## src/rtl/resv_pkg.sv

```systemverilog
package resv_pkg;

  typedef enum logic {
    ST_IDLE = 1'b0,
    ST_WAIT = 1'b1
  } ctrlState_t;

  // Strobes from control to datapath
  typedef struct packed {
    logic setResv;   // record request word, reservation valid
    logic clrResv;   // drop reservation
    logic issueWr;   // launch exclusive bus write
    logic failNow;   // report immediate failure
    logic takeResp;  // capture bus response into carry
  } ctrlStrobe_t;

endpackage

```

## src/rtl/resv_datapath.sv

```systemverilog
module resv_datapath
  import resv_pkg::*;
#(
  parameter int ADDR_W   = 32,
  parameter int DATA_W   = 32,
  parameter int GRAN_LSB = 2
) (
  input  logic              clk,
  input  logic              rstN,
  input  ctrlStrobe_t       strobe,
  input  logic [ADDR_W-1:0] reqAddr,
  input  logic [DATA_W-1:0] reqData,
  input  logic              snoopValid,
  input  logic [ADDR_W-1:0] snoopAddr,
  input  logic              respExOkay,
  output logic              resvHit,
  output logic              snoopHit,
  output logic              wrValid,
  output logic [ADDR_W-1:0] wrAddr,
  output logic [DATA_W-1:0] wrData,
  output logic              respValid,
  output logic              carryFlag
);

  localparam int WORD_W = ADDR_W - GRAN_LSB;

  logic              resvValid;
  logic [WORD_W-1:0] resvWord;
  logic [WORD_W-1:0] reqWord;
  logic [WORD_W-1:0] snoopWord;

  assign reqWord   = reqAddr[ADDR_W-1:GRAN_LSB];
  assign snoopWord = snoopAddr[ADDR_W-1:GRAN_LSB];

  // Match of the current request and of a snooped store against the reservation
  assign resvHit  = resvValid && (reqWord == resvWord);
  assign snoopHit = resvValid && snoopValid && (snoopWord == resvWord);

  // Reservation register: clear has priority over set
  always_ff @(posedge clk) begin
    if (!rstN) begin
      resvValid <= 1'b0;
      resvWord  <= '0;
    end else if (strobe.clrResv) begin
      resvValid <= 1'b0;
    end else if (strobe.setResv) begin
      resvValid <= 1'b1;
      resvWord  <= reqWord;
    end
  end

  // Bus write launch
  always_ff @(posedge clk) begin
    if (!rstN) begin
      wrValid <= 1'b0;
      wrAddr  <= '0;
      wrData  <= '0;
    end else begin
      wrValid <= strobe.issueWr;
      if (strobe.issueWr) begin
        wrAddr <= reqAddr;
        wrData <= reqData;
      end
    end
  end

  // Result to the core
  always_ff @(posedge clk) begin
    if (!rstN) begin
      respValid <= 1'b0;
      carryFlag <= 1'b0;
    end else begin
      respValid <= strobe.failNow | strobe.takeResp;
      if (strobe.failNow) begin
        carryFlag <= 1'b1;
      end else if (strobe.takeResp) begin
        carryFlag <= ~respExOkay;
      end
    end
  end

endmodule

```

## src/rtl/resv_control.sv

```systemverilog
module resv_control
  import resv_pkg::*;
(
  input  logic        clk,
  input  logic        rstN,
  input  logic        reqValid,
  input  logic        reqStore,
  input  logic        resvHit,
  input  logic        snoopHit,
  input  logic        busRespValid,
  input  logic        evtIrq,
  input  logic        evtExc,
  input  logic        evtBrk,
  output logic        reqReady,
  output ctrlStrobe_t strobe
);

  ctrlState_t state, stateNext;
  logic       reqFire;
  logic       coreEvt;
  logic       stxFire;
  logic       ldxFire;

  assign reqReady = (state == ST_IDLE);
  assign reqFire  = reqValid && reqReady;
  assign coreEvt  = evtIrq | evtExc | evtBrk;
  assign stxFire  = reqFire && reqStore;
  assign ldxFire  = reqFire && !reqStore;

  always_comb begin
    strobe          = '0;
    // A core event in the same cycle blocks a new reservation
    strobe.setResv  = ldxFire && !coreEvt;
    // A new load-exclusive overrides a snoop of the old word
    strobe.clrResv  = coreEvt || stxFire || (snoopHit && !strobe.setResv);
    // Snoop and events beat the store-exclusive
    strobe.issueWr  = stxFire && resvHit && !snoopHit && !coreEvt;
    strobe.failNow  = stxFire && !strobe.issueWr;
    strobe.takeResp = (state == ST_WAIT) && busRespValid;
  end

  always_comb begin
    stateNext = state;
    case (state)
      ST_IDLE: if (strobe.issueWr)  stateNext = ST_WAIT;
      ST_WAIT: if (strobe.takeResp) stateNext = ST_IDLE;
      default: stateNext = ST_IDLE;
    endcase
  end

  always_ff @(posedge clk) begin
    if (!rstN) state <= ST_IDLE;
    else       state <= stateNext;
  end

endmodule

```

## src/rtl/resv_monitor.sv

```systemverilog
module resv_monitor
  import resv_pkg::*;
#(
  parameter int ADDR_W   = 32,
  parameter int DATA_W   = 32,
  parameter int GRAN_LSB = 2
) (
  input  logic              clk,
  input  logic              rstN,
  input  logic              coreReqValid,
  input  logic              coreReqStore,
  input  logic [ADDR_W-1:0] coreReqAddr,
  input  logic [DATA_W-1:0] coreReqData,
  output logic              coreReqReady,
  output logic              coreRespValid,
  output logic              coreRespCarry,
  output logic              busWrValid,
  output logic [ADDR_W-1:0] busWrAddr,
  output logic [DATA_W-1:0] busWrData,
  input  logic              busRespValid,
  input  logic              busRespExOkay,
  input  logic              snoopValid,
  input  logic [ADDR_W-1:0] snoopAddr,
  input  logic              evtIrq,
  input  logic              evtExc,
  input  logic              evtBrk
);

  ctrlStrobe_t strobe;
  logic        resvHit;
  logic        snoopHit;

  resv_control u_ctrl (
    .clk          (clk),
    .rstN         (rstN),
    .reqValid     (coreReqValid),
    .reqStore     (coreReqStore),
    .resvHit      (resvHit),
    .snoopHit     (snoopHit),
    .busRespValid (busRespValid),
    .evtIrq       (evtIrq),
    .evtExc       (evtExc),
    .evtBrk       (evtBrk),
    .reqReady     (coreReqReady),
    .strobe       (strobe)
  );

  resv_datapath #(
    .ADDR_W   (ADDR_W),
    .DATA_W   (DATA_W),
    .GRAN_LSB (GRAN_LSB)
  ) u_dp (
    .clk        (clk),
    .rstN       (rstN),
    .strobe     (strobe),
    .reqAddr    (coreReqAddr),
    .reqData    (coreReqData),
    .snoopValid (snoopValid),
    .snoopAddr  (snoopAddr),
    .respExOkay (busRespExOkay),
    .resvHit    (resvHit),
    .snoopHit   (snoopHit),
    .wrValid    (busWrValid),
    .wrAddr     (busWrAddr),
    .wrData     (busWrData),
    .respValid  (coreRespValid),
    .carryFlag  (coreRespCarry)
  );

endmodule

```

## config.mk

```make
export PLATFORM = sky130hd
export DESIGN_NAME = resv_monitor
export DESIGN_NICKNAME = d
export VERILOG_FILES = /design/src/rtl/resv_pkg.sv /design/src/rtl/resv_datapath.sv /design/src/rtl/resv_control.sv /design/src/rtl/resv_monitor.sv
export SDC_FILE = /design/constraint.sdc
export NUM_CORES = 1
export LEC_CHECK = 0
export ABC_AREA = 1
export BUFFER_PORTS_ARGS = -buffer_cell sky130_fd_sc_hd__clkbuf_2
export CAP_MARGIN = 20
export CORE_ASPECT_RATIO = 0.5
export CORE_UTILIZATION = 25
export CTS_CLUSTER_SIZE = 8
export DETAILED_ROUTE_END_ITERATION = 6
export PLACE_DENSITY = 0.55
export SLEW_MARGIN = 5
export SYNTH_ARGS = -nofsm -noshare
export SYNTH_HDL_FRONTEND = slang
export SYNTH_SLANG_ARGS = --single-unit
```

## constraint.sdc

```tcl
create_clock -name clk -period 3.45 [get_ports clk]
set_input_delay 0.5175 -clock clk [delete_from_list [all_inputs] [get_ports clk]]
set_output_delay 0.5175 -clock clk [all_outputs]
set_load 0.1 [all_outputs]
```

==> results.md <==
* finished clean — run status
* 16.1% — total global-route track usage
* 48.4% — Max-slew headroom
* false — RSZ-0062 raised after global routing
* 76 — top fanout value on the critical path
* register — kind of end point of the critical path
* 0 — number of buffers inserted by hold repair at cts
* 0.204 mV — largest vdd supply drop
* 961 — number of nets produced by synthesis
* 0.00828 ns — clock skew after layout
* 0 — overall overflow remaining after global route
* 22,300 sq um — die area
* 9 — Inserted Clock Buffers
* 67.3% — share of the cycle needed by the critical path after routing
* 8140 um — Met2 Routed Length
* sky130_fd_sc_hd__xnor2_1 — slowest stage cell on the critical path
* 21.5% — layout cells sized above 1
* 2.32 ns — Tmin final
* 0.35 ns — clock latency at the later pin of the worst-skew pair
* 99 — Sink Count
* in2reg — type of the worst min-delay path
* 5 — drt first pass iters
* 0.865 ns — pre-CTS setup slack
* 1110 um — routed wire length on met3
* 545 — violation count after the first detailed-route iteration
* 0 — yosys warns
* 2,370 — fill cell instance count of the final layout
* sky130_fd_sc_hd__nand2_1 — most prevalent standard cell on the critical path
* 0 — drt drc
* 106 um — Die Y
* 1 — Crit path buffers/inverters
* 0.774 ns — Slew @ Worst Pin
* met4 — Highest Signal Layer
* xnor2_1, nand2_1, nor2_1, nand3_1, nor2_1, nand2_4, buf_12, nand2_1, nand2_1, a21oi_1 — chain of cells forming the critical path
* 4.44 — via density per instance
* 99 — flops & latches, synth
* 0.36 ns — Largest stage delay, worst path
* 0.435 ns — Hold Worst Slack
* 37 — Cell Rows
* register — element type at the critical path start
* 5,736 — routed vias
* 0 — Routed Antenna Nets
* 18,300 um — final WL
* 3 — number of levels in the clock H-tree
* 0 — maximum capacitance violations
* 27,500 um — wire length of the first global-routing pass
* 0 — post-CTS repair timing setup buffer count
* 210 um — die width
* 1,103 — net count of the finished layout
* 0.07 ns — Reg clk slew, reported paths
* 171 — number of buffers added on ports
* 29 — number of distinct library cells after synthesis
* sky130_fd_sc_hd__clkbuf_16 — Clk Tree Root Cell
* 0 — antenna violations before repair
* 0.944 — placer congestion estimate
* 5,113 — via count of the first global-routing pass
* 14,100 um — total half-perimeter wirelength after legalization and detailed placement
* simple AND/OR/NAND/NOR gates — CP top delay family
* 0 — Hold Fails Final Rpt
* 2 — buffer depth of the longest clock path
* 3.74 ns — Worst Path Required
* 0.431 GHz — Highest Clock Rate
* 25.9% — starting density of the core
* 8700 um — metal1 wirelength
* 855 — post-synthesis cell count
* reg2reg — type of the worst setup path
* 24.1% — Area growth syn-to-layout
* 0 ns — Setup TNS Final
* 174 — Ports
* 0 — post-cts resize count
* 125 — maximum number of pins on one net before global-route repair
* 2.61 ns — data arrival at the endpoint of the critical path
* 20,900 sq um — core footprint
* 3.24 nW — static leakage
* 0 — number of slew-limit violations in the final report
* yes — TritonCTS clock tree
* 5410 sq um — Syn Std Cell Area
* 14.1 um — DR WL/cell
* 1.13 ns — fin worst setup slack
* 6.33 sq um — mean area per synthesized cell
* 360 nW/um^2 — PD cells
* 0 — Final setup violation count
* 0 — antenna cells
* 36.6% — register area share after synthesis
-- routing by layer --
metal | vias up | track usage, %
met2 | 164 | 25.5
met1 | 2549 | 21.7
met5 | - | 0
li1 | 3004 | -
met3 | 19 | 3.55
met4 | 0 | 4.95
-- report_power, final --
group | leakage [nW] | switching, mW | internal (mW)
clock | 0.131 | 0.458 | 0.527
combinational | 2.31 | 0.170 | 0.105
sequential | 0.799 | 0.00859 | 1.15
-- flip-flops by register name, indices dropped and copies added, names as in the netlist --
signal,flops
u_dp.resvWord,30
u_dp.wrAddr,32
u_dp.wrData,32
u_dp.carryFlag,1
u_dp.wrValid,1
u_dp.respValid,1
u_dp.resvValid,1
u_ctrl.state,1
-- layout make-up --
class	count	area [sq um]	share of cell area [%]
multi-input combinational	616	2810	41.9
sequential	99	1980	29.5
timing repair buffer	176	918	13.7
tap	292	365	5.44
inverter	95	357	5.31
clock buffer	12	256	3.82
clock inverter	3	23.8	0.354
-- final timing paths --
path / startpoint / endpoint / slack [ns] / depth (start not counted)
worst max register to register: u_dp.resvWord[22] / u_dp.respValid / 1.13 / 10
worst min-delay path: coreReqAddr[30] / u_dp.resvWord[28] / 0.44 / 3
worst min register to register: u_dp.wrData[4] / u_dp.wrData[4] / 0.48 / 2
worst max-delay path: u_dp.resvWord[22] / u_dp.respValid / 1.13 / 10
-- cells in the mapped netlist --
cell	count	area (sq um)
sky130_fd_sc_hd__a21oi_1	101	505
sky130_fd_sc_hd__buf_1	2	7.51
sky130_fd_sc_hd__buf_2	8	40.0
sky130_fd_sc_hd__buf_4	11	82.6
sky130_fd_sc_hd__buf_6	8	90.1
sky130_fd_sc_hd__clkbuf_1	16	60.1
sky130_fd_sc_hd__dfxtp_1	99	1980
sky130_fd_sc_hd__inv_1	77	289
sky130_fd_sc_hd__inv_2	18	67.6
sky130_fd_sc_hd__nand2_1	244	916
sky130_fd_sc_hd__nand2_2	1	6.26
sky130_fd_sc_hd__nand3_1	40	200
sky130_fd_sc_hd__nand3_2	1	10.0
sky130_fd_sc_hd__nand3b_1	35	263
sky130_fd_sc_hd__nand4_1	22	138
sky130_fd_sc_hd__nor2_1	117	439
sky130_fd_sc_hd__nor2_2	1	6.26
sky130_fd_sc_hd__nor3_1	3	15.0
sky130_fd_sc_hd__nor3b_1	1	7.51
sky130_fd_sc_hd__nor4_1	2	12.5
sky130_fd_sc_hd__nor4_2	1	12.5
sky130_fd_sc_hd__o2111ai_1	1	8.76
sky130_fd_sc_hd__o211ai_1	2	15.0
sky130_fd_sc_hd__o21ai_0	29	145
sky130_fd_sc_hd__o21ai_1	5	25.0
sky130_fd_sc_hd__or2_1	4	25.0
sky130_fd_sc_hd__or2_2	3	18.8
sky130_fd_sc_hd__xnor2_1	1	8.76
sky130_fd_sc_hd__xor2_1	2	17.5
-- layout by cell type (no fill, tap or decap), types with 3 or more instances in the layout --
master,netlist,routed
sky130_fd_sc_hd__nor3_1,3,3
sky130_fd_sc_hd__inv_2,18,18
sky130_fd_sc_hd__clkbuf_2,0,170
sky130_fd_sc_hd__nand3_1,40,40
sky130_fd_sc_hd__o21ai_0,29,29
sky130_fd_sc_hd__dfxtp_1,99,99
sky130_fd_sc_hd__o21ai_1,5,5
sky130_fd_sc_hd__buf_4,11,3
sky130_fd_sc_hd__nand2_1,244,244
sky130_fd_sc_hd__or2_2,3,3
sky130_fd_sc_hd__inv_1,77,77
sky130_fd_sc_hd__a21oi_1,101,101
sky130_fd_sc_hd__or2_1,4,4
sky130_fd_sc_hd__nand3b_1,35,35
sky130_fd_sc_hd__nor2_1,117,117
sky130_fd_sc_hd__clkbuf_16,0,9
sky130_fd_sc_hd__nand4_1,22,22
-- stage by stage --
stage          area [sq um]  utilization (%)  std cells  total power, mW
6_report               6720             32.2       1293             2.42
2_1_floorplan          5410                -        855             1.34
3_5_place_dp           6440             30.8       1278             1.46
5_1_grt                6720             32.2       1293             2.53
4_1_cts                6720             32.2       1293             2.46
3_3_place_gp           6440             30.8       1278             1.46
-- tightest hold or removal path, cell delays in order --
cell and delay (ns):
sky130_fd_sc_hd__clkbuf_2 0.09, sky130_fd_sc_hd__inv_1 0.07, sky130_fd_sc_hd__a21oi_1 0.06
-- kinds of logic (layout without fill, tap and decap cells) --
logic type / Yosys count / after routing / synth area share [%]
XOR/XNOR: 3 / 3 / 0.485
AND/OR/NAND/NOR: 475 / 475 / 38.2
flip-flops: 99 / 99 / 36.6
AO/OA/AOI/OAI: 138 / 138 / 12.9
buffers and inverters: 140 / 286 / 11.8
Power figures use the tool's default switching activity.
